**src/rtl/dlog_pkg.sv**
```systemverilog
package dlog_pkg;

  typedef enum logic [1:0] {
    SEL_START = 2'd0,
    SEL_COUNT = 2'd1,
    SEL_END   = 2'd2,
    SEL_MODE  = 2'd3
  } cfg_sel_e;

  typedef enum logic {
    TERM_COUNT = 1'b0,
    TERM_ADDR  = 1'b1
  } term_e;

endpackage

```
**src/rtl/dlog_cfg_regs.sv**
```systemverilog
module dlog_cfg_regs
  import dlog_pkg::*;
#(
  parameter int ADDR_W = 16,
  parameter int CNT_W  = 16,
  parameter int WD_W   = 16
) (
  input  logic              clk,
  input  logic              rst_n,
  input  logic              cfg_we,
  input  logic [1:0]        cfg_sel,
  input  logic [WD_W-1:0]   cfg_wdata,
  output logic              start_wr,
  output logic [ADDR_W-1:0] start_val,
  output logic              cnt_wr,
  output logic [CNT_W-1:0]  cnt_val,
  output logic              arm,
  output logic [ADDR_W-1:0] end_addr,
  output term_e             mode
);

  cfg_sel_e          sel;
  logic              end_en, mode_en;
  logic [ADDR_W-1:0] end_addr_n;
  term_e             mode_n;

  always_comb begin
    sel        = cfg_sel_e'(cfg_sel);
    start_wr   = cfg_we && (sel == SEL_START);
    cnt_wr     = cfg_we && (sel == SEL_COUNT);
    end_en     = cfg_we && (sel == SEL_END);
    mode_en    = cfg_we && (sel == SEL_MODE);
    arm        = cnt_wr || end_en;
    start_val  = cfg_wdata[ADDR_W-1:0];
    cnt_val    = cfg_wdata[CNT_W-1:0];
    end_addr_n = cfg_wdata[ADDR_W-1:0];
    mode_n     = cfg_wdata[0] ? TERM_ADDR : TERM_COUNT;
  end

  always_ff @(posedge clk or negedge rst_n) begin
    if (!rst_n) begin
      end_addr <= '0;
    end else if (end_en) begin
      end_addr <= end_addr_n;
    end
  end

  always_ff @(posedge clk or negedge rst_n) begin
    if (!rst_n) begin
      mode <= TERM_COUNT;
    end else if (mode_en) begin
      mode <= mode_n;
    end
  end

  AST_MODE_HOLD: assert property (@(posedge clk) disable iff (!rst_n)
    !mode_en |=> $stable(mode));

endmodule

```
**src/rtl/dlog_xfer_track.sv**
```systemverilog
module dlog_xfer_track
  import dlog_pkg::*;
#(
  parameter int ADDR_W = 16,
  parameter int CNT_W  = 16
) (
  input  logic              clk,
  input  logic              rst_n,
  input  logic              cfg_busy,
  input  logic              start_wr,
  input  logic [ADDR_W-1:0] start_val,
  input  logic              cnt_wr,
  input  logic [CNT_W-1:0]  cnt_val,
  input  logic              arm,
  input  logic [ADDR_W-1:0] end_addr,
  input  term_e             mode,
  input  logic              word_stb,
  output logic [ADDR_W-1:0] cur_addr,
  output logic              active,
  output logic              done
);

  localparam logic [ADDR_W-1:0] ADDR_ONE = ADDR_W'(1);
  localparam logic [CNT_W-1:0]  CNT_ONE  = CNT_W'(1);

  logic [CNT_W-1:0]  cnt, cnt_n;
  logic [ADDR_W-1:0] addr_n;
  logic              active_n;
  logic              take, last_word;
  logic              addr_en, cnt_en, act_en;

  // A word counts only while armed and not colliding with a write.
  always_comb begin
    take      = word_stb && active && !cfg_busy;
    last_word = (mode == TERM_ADDR) ? (cur_addr == end_addr)
                                    : (cnt <= CNT_ONE);
    done      = take && last_word;
  end

  always_comb begin
    addr_en = start_wr || take;
    addr_n  = start_wr ? start_val : cur_addr + ADDR_ONE;
    cnt_en  = cnt_wr || (take && (cnt != '0));
    cnt_n   = cnt_wr ? cnt_val : cnt - CNT_ONE;
    act_en  = arm || done;
    active_n = arm;
  end

  always_ff @(posedge clk or negedge rst_n) begin
    if (!rst_n) begin
      cur_addr <= '0;
    end else if (addr_en) begin
      cur_addr <= addr_n;
    end
  end

  always_ff @(posedge clk or negedge rst_n) begin
    if (!rst_n) begin
      cnt <= '0;
    end else if (cnt_en) begin
      cnt <= cnt_n;
    end
  end

  always_ff @(posedge clk or negedge rst_n) begin
    if (!rst_n) begin
      active <= 1'b0;
    end else if (act_en) begin
      active <= active_n;
    end
  end

  AST_ADDR_STEP: assert property (@(posedge clk) disable iff (!rst_n)
    (word_stb && active && !cfg_busy) |=> (cur_addr == $past(cur_addr) + ADDR_ONE));

  AST_IDLE_HOLD: assert property (@(posedge clk) disable iff (!rst_n)
    (word_stb && !active && !cfg_busy) |=> $stable(cur_addr));

  AST_DONE_DISARM: assert property (@(posedge clk) disable iff (!rst_n)
    done |=> !active);

  AST_ARM_SETS: assert property (@(posedge clk) disable iff (!rst_n)
    arm |=> active);

  AST_BUSY_BLOCKS: assert property (@(posedge clk) disable iff (!rst_n)
    (cfg_busy && !start_wr) |=> $stable(cur_addr));

endmodule

```
**src/rtl/dlog_irq_qual.sv**
```systemverilog
module dlog_irq_qual (
  input  logic clk,
  input  logic rst_n,
  input  logic done,
  input  logic irq_ack,
  input  logic rt_halted,
  input  logic ier_en,
  input  logic dbgier_en,
  input  logic intm,
  output logic pend,
  output logic irq_req
);

  logic pend_en, pend_n;
  logic allow_halted, allow_run;

  always_comb begin
    pend_en = done || irq_ack;
    pend_n  = done;
  end

  always_ff @(posedge clk or negedge rst_n) begin
    if (!rst_n) begin
      pend <= 1'b0;
    end else if (pend_en) begin
      pend <= pend_n;
    end
  end

  always_comb begin
    allow_halted = ier_en && dbgier_en;
    allow_run    = ier_en && !intm;
    irq_req      = pend && (rt_halted ? allow_halted : allow_run);
  end

  AST_DONE_PENDS: assert property (@(posedge clk) disable iff (!rst_n)
    done |=> pend);

  AST_PEND_STICKY: assert property (@(posedge clk) disable iff (!rst_n)
    (pend && !irq_ack) |=> pend);

  AST_ACK_CLEARS: assert property (@(posedge clk) disable iff (!rst_n)
    (irq_ack && !done) |=> !pend);

  AST_MASK_BLOCKS: assert property (@(posedge clk) disable iff (!rst_n)
    (!rt_halted && intm) |-> !irq_req);

endmodule

```
**src/rtl/dlog_done_irq.sv**
```systemverilog
module dlog_done_irq
  import dlog_pkg::*;
#(
  parameter int ADDR_W = 16,
  parameter int CNT_W  = 16,
  localparam int WD_W  = (ADDR_W > CNT_W) ? ADDR_W : CNT_W
) (
  input  logic              clk,
  input  logic              rst_n,
  input  logic              cfg_we,
  input  logic [1:0]        cfg_sel,
  input  logic [WD_W-1:0]   cfg_wdata,
  input  logic              word_stb,
  input  logic              rt_halted,
  input  logic              ier_en,
  input  logic              dbgier_en,
  input  logic              intm,
  input  logic              irq_ack,
  output logic [ADDR_W-1:0] cur_addr,
  output logic              xfer_active,
  output logic              irq_pend,
  output logic              irq_req
);

  logic              start_wr, cnt_wr, arm, done;
  logic [ADDR_W-1:0] start_val, end_addr;
  logic [CNT_W-1:0]  cnt_val;
  term_e             mode;

  dlog_cfg_regs #(.ADDR_W(ADDR_W), .CNT_W(CNT_W), .WD_W(WD_W)) u_cfg (
    .clk       (clk),
    .rst_n     (rst_n),
    .cfg_we    (cfg_we),
    .cfg_sel   (cfg_sel),
    .cfg_wdata (cfg_wdata),
    .start_wr  (start_wr),
    .start_val (start_val),
    .cnt_wr    (cnt_wr),
    .cnt_val   (cnt_val),
    .arm       (arm),
    .end_addr  (end_addr),
    .mode      (mode)
  );

  dlog_xfer_track #(.ADDR_W(ADDR_W), .CNT_W(CNT_W)) u_track (
    .clk       (clk),
    .rst_n     (rst_n),
    .cfg_busy  (cfg_we),
    .start_wr  (start_wr),
    .start_val (start_val),
    .cnt_wr    (cnt_wr),
    .cnt_val   (cnt_val),
    .arm       (arm),
    .end_addr  (end_addr),
    .mode      (mode),
    .word_stb  (word_stb),
    .cur_addr  (cur_addr),
    .active    (xfer_active),
    .done      (done)
  );

  dlog_irq_qual u_irq (
    .clk       (clk),
    .rst_n     (rst_n),
    .done      (done),
    .irq_ack   (irq_ack),
    .rt_halted (rt_halted),
    .ier_en    (ier_en),
    .dbgier_en (dbgier_en),
    .intm      (intm),
    .pend      (irq_pend),
    .irq_req   (irq_req)
  );

  AST_HALT_RULE: assert property (@(posedge clk) disable iff (!rst_n)
    (rt_halted && !dbgier_en) |-> !irq_req);

endmodule

```
**config.mk**
```make
export PLATFORM = sky130hd
export DESIGN_NAME = dlog_done_irq
export DESIGN_NICKNAME = d
export VERILOG_FILES = /design/src/rtl/dlog_pkg.sv /design/src/rtl/dlog_cfg_regs.sv /design/src/rtl/dlog_xfer_track.sv /design/src/rtl/dlog_irq_qual.sv /design/src/rtl/dlog_done_irq.sv
export SDC_FILE = /design/constraint.sdc
export NUM_CORES = 1
export LEC_CHECK = 0
export CORE_ASPECT_RATIO = 1.75
export CORE_MARGIN = 5
export CORE_UTILIZATION = 43
export CTS_CLUSTER_SIZE = 40
export DETAILED_ROUTE_END_ITERATION = 8
export PLACE_DENSITY = 0.76
export SLEW_MARGIN = 20
export SYNTH_ARGS = -nofsm -noshare
export SYNTH_HDL_FRONTEND = slang
export SYNTH_SLANG_ARGS = --single-unit
```
**constraint.sdc**
```tcl
create_clock -name clk -period 1.8 [get_ports clk]
set_input_delay 0.45 -clock clk [delete_from_list [all_inputs] [get_ports clk]]
set_output_delay 0.45 -clock clk [all_outputs]
set_load 0.02 [all_outputs]
```
==> flow_summary.json, run 1 <==
{
  "status": "finished, violations left",
  "failing_checks": "negative setup slack",
  "max_cap_violations": 0,
  "clock_insertion_delay_worst_skew_ps": 300,
  "timing.fmax_mhz": 549,
  "top_level_ports": 46,
  "fin_skew_ps": 4.30,
  "slew_headroom_pct": 69.9,
  "ys_seq_elements": 51,
  "synthCells": 287,
  "finalCritPeriodShare_pct": 101,
  "cp_max_fo": 4,
  "detail_route.wirelength_um": 8680,
  "tightest_slew_ps": 450,
  "cts.clk_slew.worst_paths_ps": 70,
  "syn_nets": 318,
  "ir_worst_vdd_mv": 0.753,
  "cp-start-kind": "flip-flop",
  "grt_max_degree": 38,
  "drt-initial-drc-count": 225,
  "ys.warnings.count": 0,
  "synth.yosys.seq_area_share_pct": 44.6,
  "antenna_found_initial": 0,
  "post_drt_wl_per_cell_um": 18.6,
  "setup.worst_path.class": "flip-flop to flip-flop",
  "routability_cong": 0.978,
  "drt-vias-per-instance": 5.80,
  "most-common-layout-cells": "buf_4, dfrtp_1, nand2_1, clkdlybuf4s50_1",
  "vias": 2704,
  "overflow": 0,
  "average_cell_area_after_synthesis_um2": 9.97,
  "critical-path-max-stage-delay_ps": 400,
  "number_of_buffers_added_by_the_clock_tree_synthesis_step": 5,
  "synth_enable_flop_cells": 0,
  "post-dp-hpwl_um": 6280,
  "launch_instance_of_the_worst_register_to_register_path": "u_track.cnt[14]$_DFFE_PN0P_",
  "ff2ff_setup_slack_ps": -20,
  "finalCriticalPeriod_ps": 1820,
  "remaining_routing_drc_violations": 0,
  "areaGrowthSynthToFinish_pct": 41.4,
  "most_common_cell_after_layout_fill_and_taps_aside": "buf_4",
  "dieArea_mm2": 0.00845,
  "clock_tree.root_cell": "clkbuf_16",
  "slowest_stage": "dfrtp_1",
  "power_density_mw_per_mm2": 972,
  "htree_levels": 2,
  "grt_util_all_layers_pct": 21.0,
  "die-width_um": 71.7,
  "final_critical_path_setup_slack_ps": -22.1,
  "grt_pass1_wl_um": 13900,
  "report.final.slew_viol_count": 0,
  "clock_sink_count": 51,
  "setup_viol_count_final": 1,
  "syn-cell-area_mm2": 0.00286,
  "worst-r2r-cell-count": 7,
  "synthDistinctLibCells": 50,
  "fp.coreArea_mm2": 0.00649,
  "ys.flop_type": "dfrtp_1",
  "hold_viol_final": 0,
  "placed_cell_area_mm2": 0.00376,
  "final_layout_size_suffix_gt1_share_pct": 29.4,
  "dr.pass1.iters": 4,
  "cts_tree": "done",
  "cellLeakagePower_nw": 1.79,
  "post-route-util_pct": 62.3,
  "rsz0062_at_grt": "true",
  "worst-endpoint-arrival_ps": 2000,
  "clock_tree.buffer_depth": 2,
  "io_buffers": 45,
  "floorplan.rows": 39,
  "design_area_mm2": 0.00404,
  "start_util_pct": 44.1,
  "worstSetupEndpointType": "flip-flop",
  "grt_pass1_vias": 2727,
  "worst_ep_required_time_ps": 1980,
  "final_net_count": 414,
  "critical_r2r_capture": "u_track.cnt[9]$_DFFE_PN0P_",
  "chip_height_um": 118,
  "antennaDiodeCount": 0,
  "path_cells": "nor4_2 -> buf_4 -> and4b_1 -> nor4_2 -> buf_4 -> nor3b_2 -> a211o_1",
  "antenna_violating_nets_post_route": 0,
  "worstHoldPathType": "input pin to asynchronous set/reset pin",
  "async_flop_share_pct": 100
}
-- cell usage after synthesis, types with 2 or more instances --
| library cell | count | area share (%) |
|---|---|---|
| a211o_1 | 2 | 0.61 |
| a21o_1 | 2 | 0.52 |
| a21oi_1 | 7 | 1.2 |
| a221o_1 | 8 | 2.8 |
| a22oi_1 | 5 | 1.3 |
| a32oi_1 | 2 | 0.61 |
| and3_1 | 5 | 1.1 |
| and3b_1 | 2 | 0.61 |
| clkbuf_1 | 9 | 1.2 |
| dfrtp_1 | 51 | 45 |
| ha_1 | 4 | 1.7 |
| inv_1 | 4 | 0.52 |
| mux2_2 | 17 | 6.7 |
| nand2_1 | 39 | 5.1 |
| nand3_1 | 18 | 3.1 |
| nand3b_1 | 4 | 1.0 |
| nand4_1 | 5 | 1.1 |
| nor2_1 | 14 | 1.8 |
| nor3_1 | 9 | 1.6 |
| nor4_1 | 8 | 1.7 |
| nor4_2 | 2 | 0.87 |
| nor4b_1 | 2 | 0.61 |
| o211ai_1 | 9 | 2.4 |
| o21ai_0 | 15 | 2.6 |
| o311ai_0 | 2 | 0.61 |
| or3b_2 | 2 | 0.61 |
| xnor2_1 | 13 | 4.0 |
| xor2_1 | 5 | 1.5 |
-- cells by family after synthesis --
family	Yosys count	synth area share [%]
DFF	51	44.6
xor gates and xnor gates	18	5.51
AOI/OAI and AO/OA	59	14.8
and+or+nand+nor	123	24.3
adders and majority gates	4	1.75
muxes	17	6.69
buffers and inverters	15	2.32
-- per-stage QoR --
stage                     total power, mW  hold WS, ps  setup TNS (ps)  cells  worst slack [ps]
after floorplan                      2.25          154               0    287              7.50
after global placement               2.85          384          -10630    454              -445
after detailed placement             2.89          389          -10790    454              -447
after CTS                            3.84         67.8               0    463             0.565
after global routing                 4.14         72.1            -331    466              -103
final                                3.93         55.2           -22.1    466             -22.1
-- layer usage --
| layer | GRT usage [%] | up-vias | routed length, um |
|---|---|---|---|
| met5 | 0 | - | 0 |
| met4 | 9.06 | 0 | 314 |
| met3 | 3.76 | 30 | 412 |
| met2 | 36.1 | 94 | 4690 |
| met1 | 24.8 | 1311 | 3260 |
| li1 | - | 1269 | - |
-- power breakdown --
part	total (mW)	switching (mW)	internal, mW
Sequential	1.64	0.270	1.37
Combinational	1.32	0.637	0.682
Clock	0.971	0.450	0.521
-- flip-flops by register name (all words and copies together) (netlist names) --
| name | cells |
|---|---|
| u_track.cur_addr | 16 |
| u_cfg.mode | 1 |
| u_irq.pend | 1 |
| u_cfg.end_addr | 16 |
| u_track.cnt | 16 |
| u_track.active | 1 |
-- worst max path at each step --
stage	from	to	slack, ps	depth (start not counted)
after floorplan	u_track.cnt[0]$_DFFE_PN0P_	u_track.cnt[6]$_DFFE_PN0P_	8	8
after global placement	rt_halted	irq_req	-440	5
after detailed placement	rt_halted	irq_req	-450	5
after CTS	u_track.cnt[0]$_DFFE_PN0P_	u_track.cnt[6]$_DFFE_PN0P_	0.6	8
after global routing	u_track.cnt[14]$_DFFE_PN0P_	u_track.cnt[9]$_DFFE_PN0P_	-100	7
final	u_track.cnt[14]$_DFFE_PN0P_	u_track.cnt[9]$_DFFE_PN0P_	-20	7
-- cell type report --
cell class              count  area, um^2
clock buffers               5         125
fillers                   529        2450
inverters                   4        15.0
repair buffers            100         877
multi-input cells         221        1620
well taps                  82         103
flip-flops and latches     51        1280
clock inverters             3        22.5
-- what timing repair did --
action	4_1_cts	5_1_grt
endpoints found under the setup margin	30	21
resized for setup	28	27
endpoints found under the hold margin	0	0
pin swaps	2	9
setup buffers	1	3
hold buffers	0	0
-- critical path: cells and delay by family (launching register included) --
family                 cells  cell delay (ps)
and+or+nand+nor            4              760
DFF                        1              400
buffers and inverters      2              330
AOI/OAI and AO/OA          1              220
(Power assumes the default switching activity.)
==> run 2, diff against run 1 <==
--- a/config.mk
+++ b/config.mk
@@ -8,7 +8,6 @@
 export CORE_ASPECT_RATIO = 1.75
 export CORE_MARGIN = 5
 export CORE_UTILIZATION = 43
-export CTS_CLUSTER_SIZE = 40
 export DETAILED_ROUTE_END_ITERATION = 8
 export PLACE_DENSITY = 0.76
 export SLEW_MARGIN = 20
==> results of run 2 <==
Same layout as run 1: the final DEF is identical, and so are final timing and power.
==> run 3, diff against run 2 <==
--- a/config.mk
+++ b/config.mk
@@ -5,6 +5,7 @@
 export SDC_FILE = /design/constraint.sdc
 export NUM_CORES = 1
 export LEC_CHECK = 0
+export CAP_MARGIN = 20
 export CORE_ASPECT_RATIO = 1.75
 export CORE_MARGIN = 5
 export CORE_UTILIZATION = 43
==> results of run 3 <==
Same layout as run 1: the final DEF is identical, and so are final timing and power.
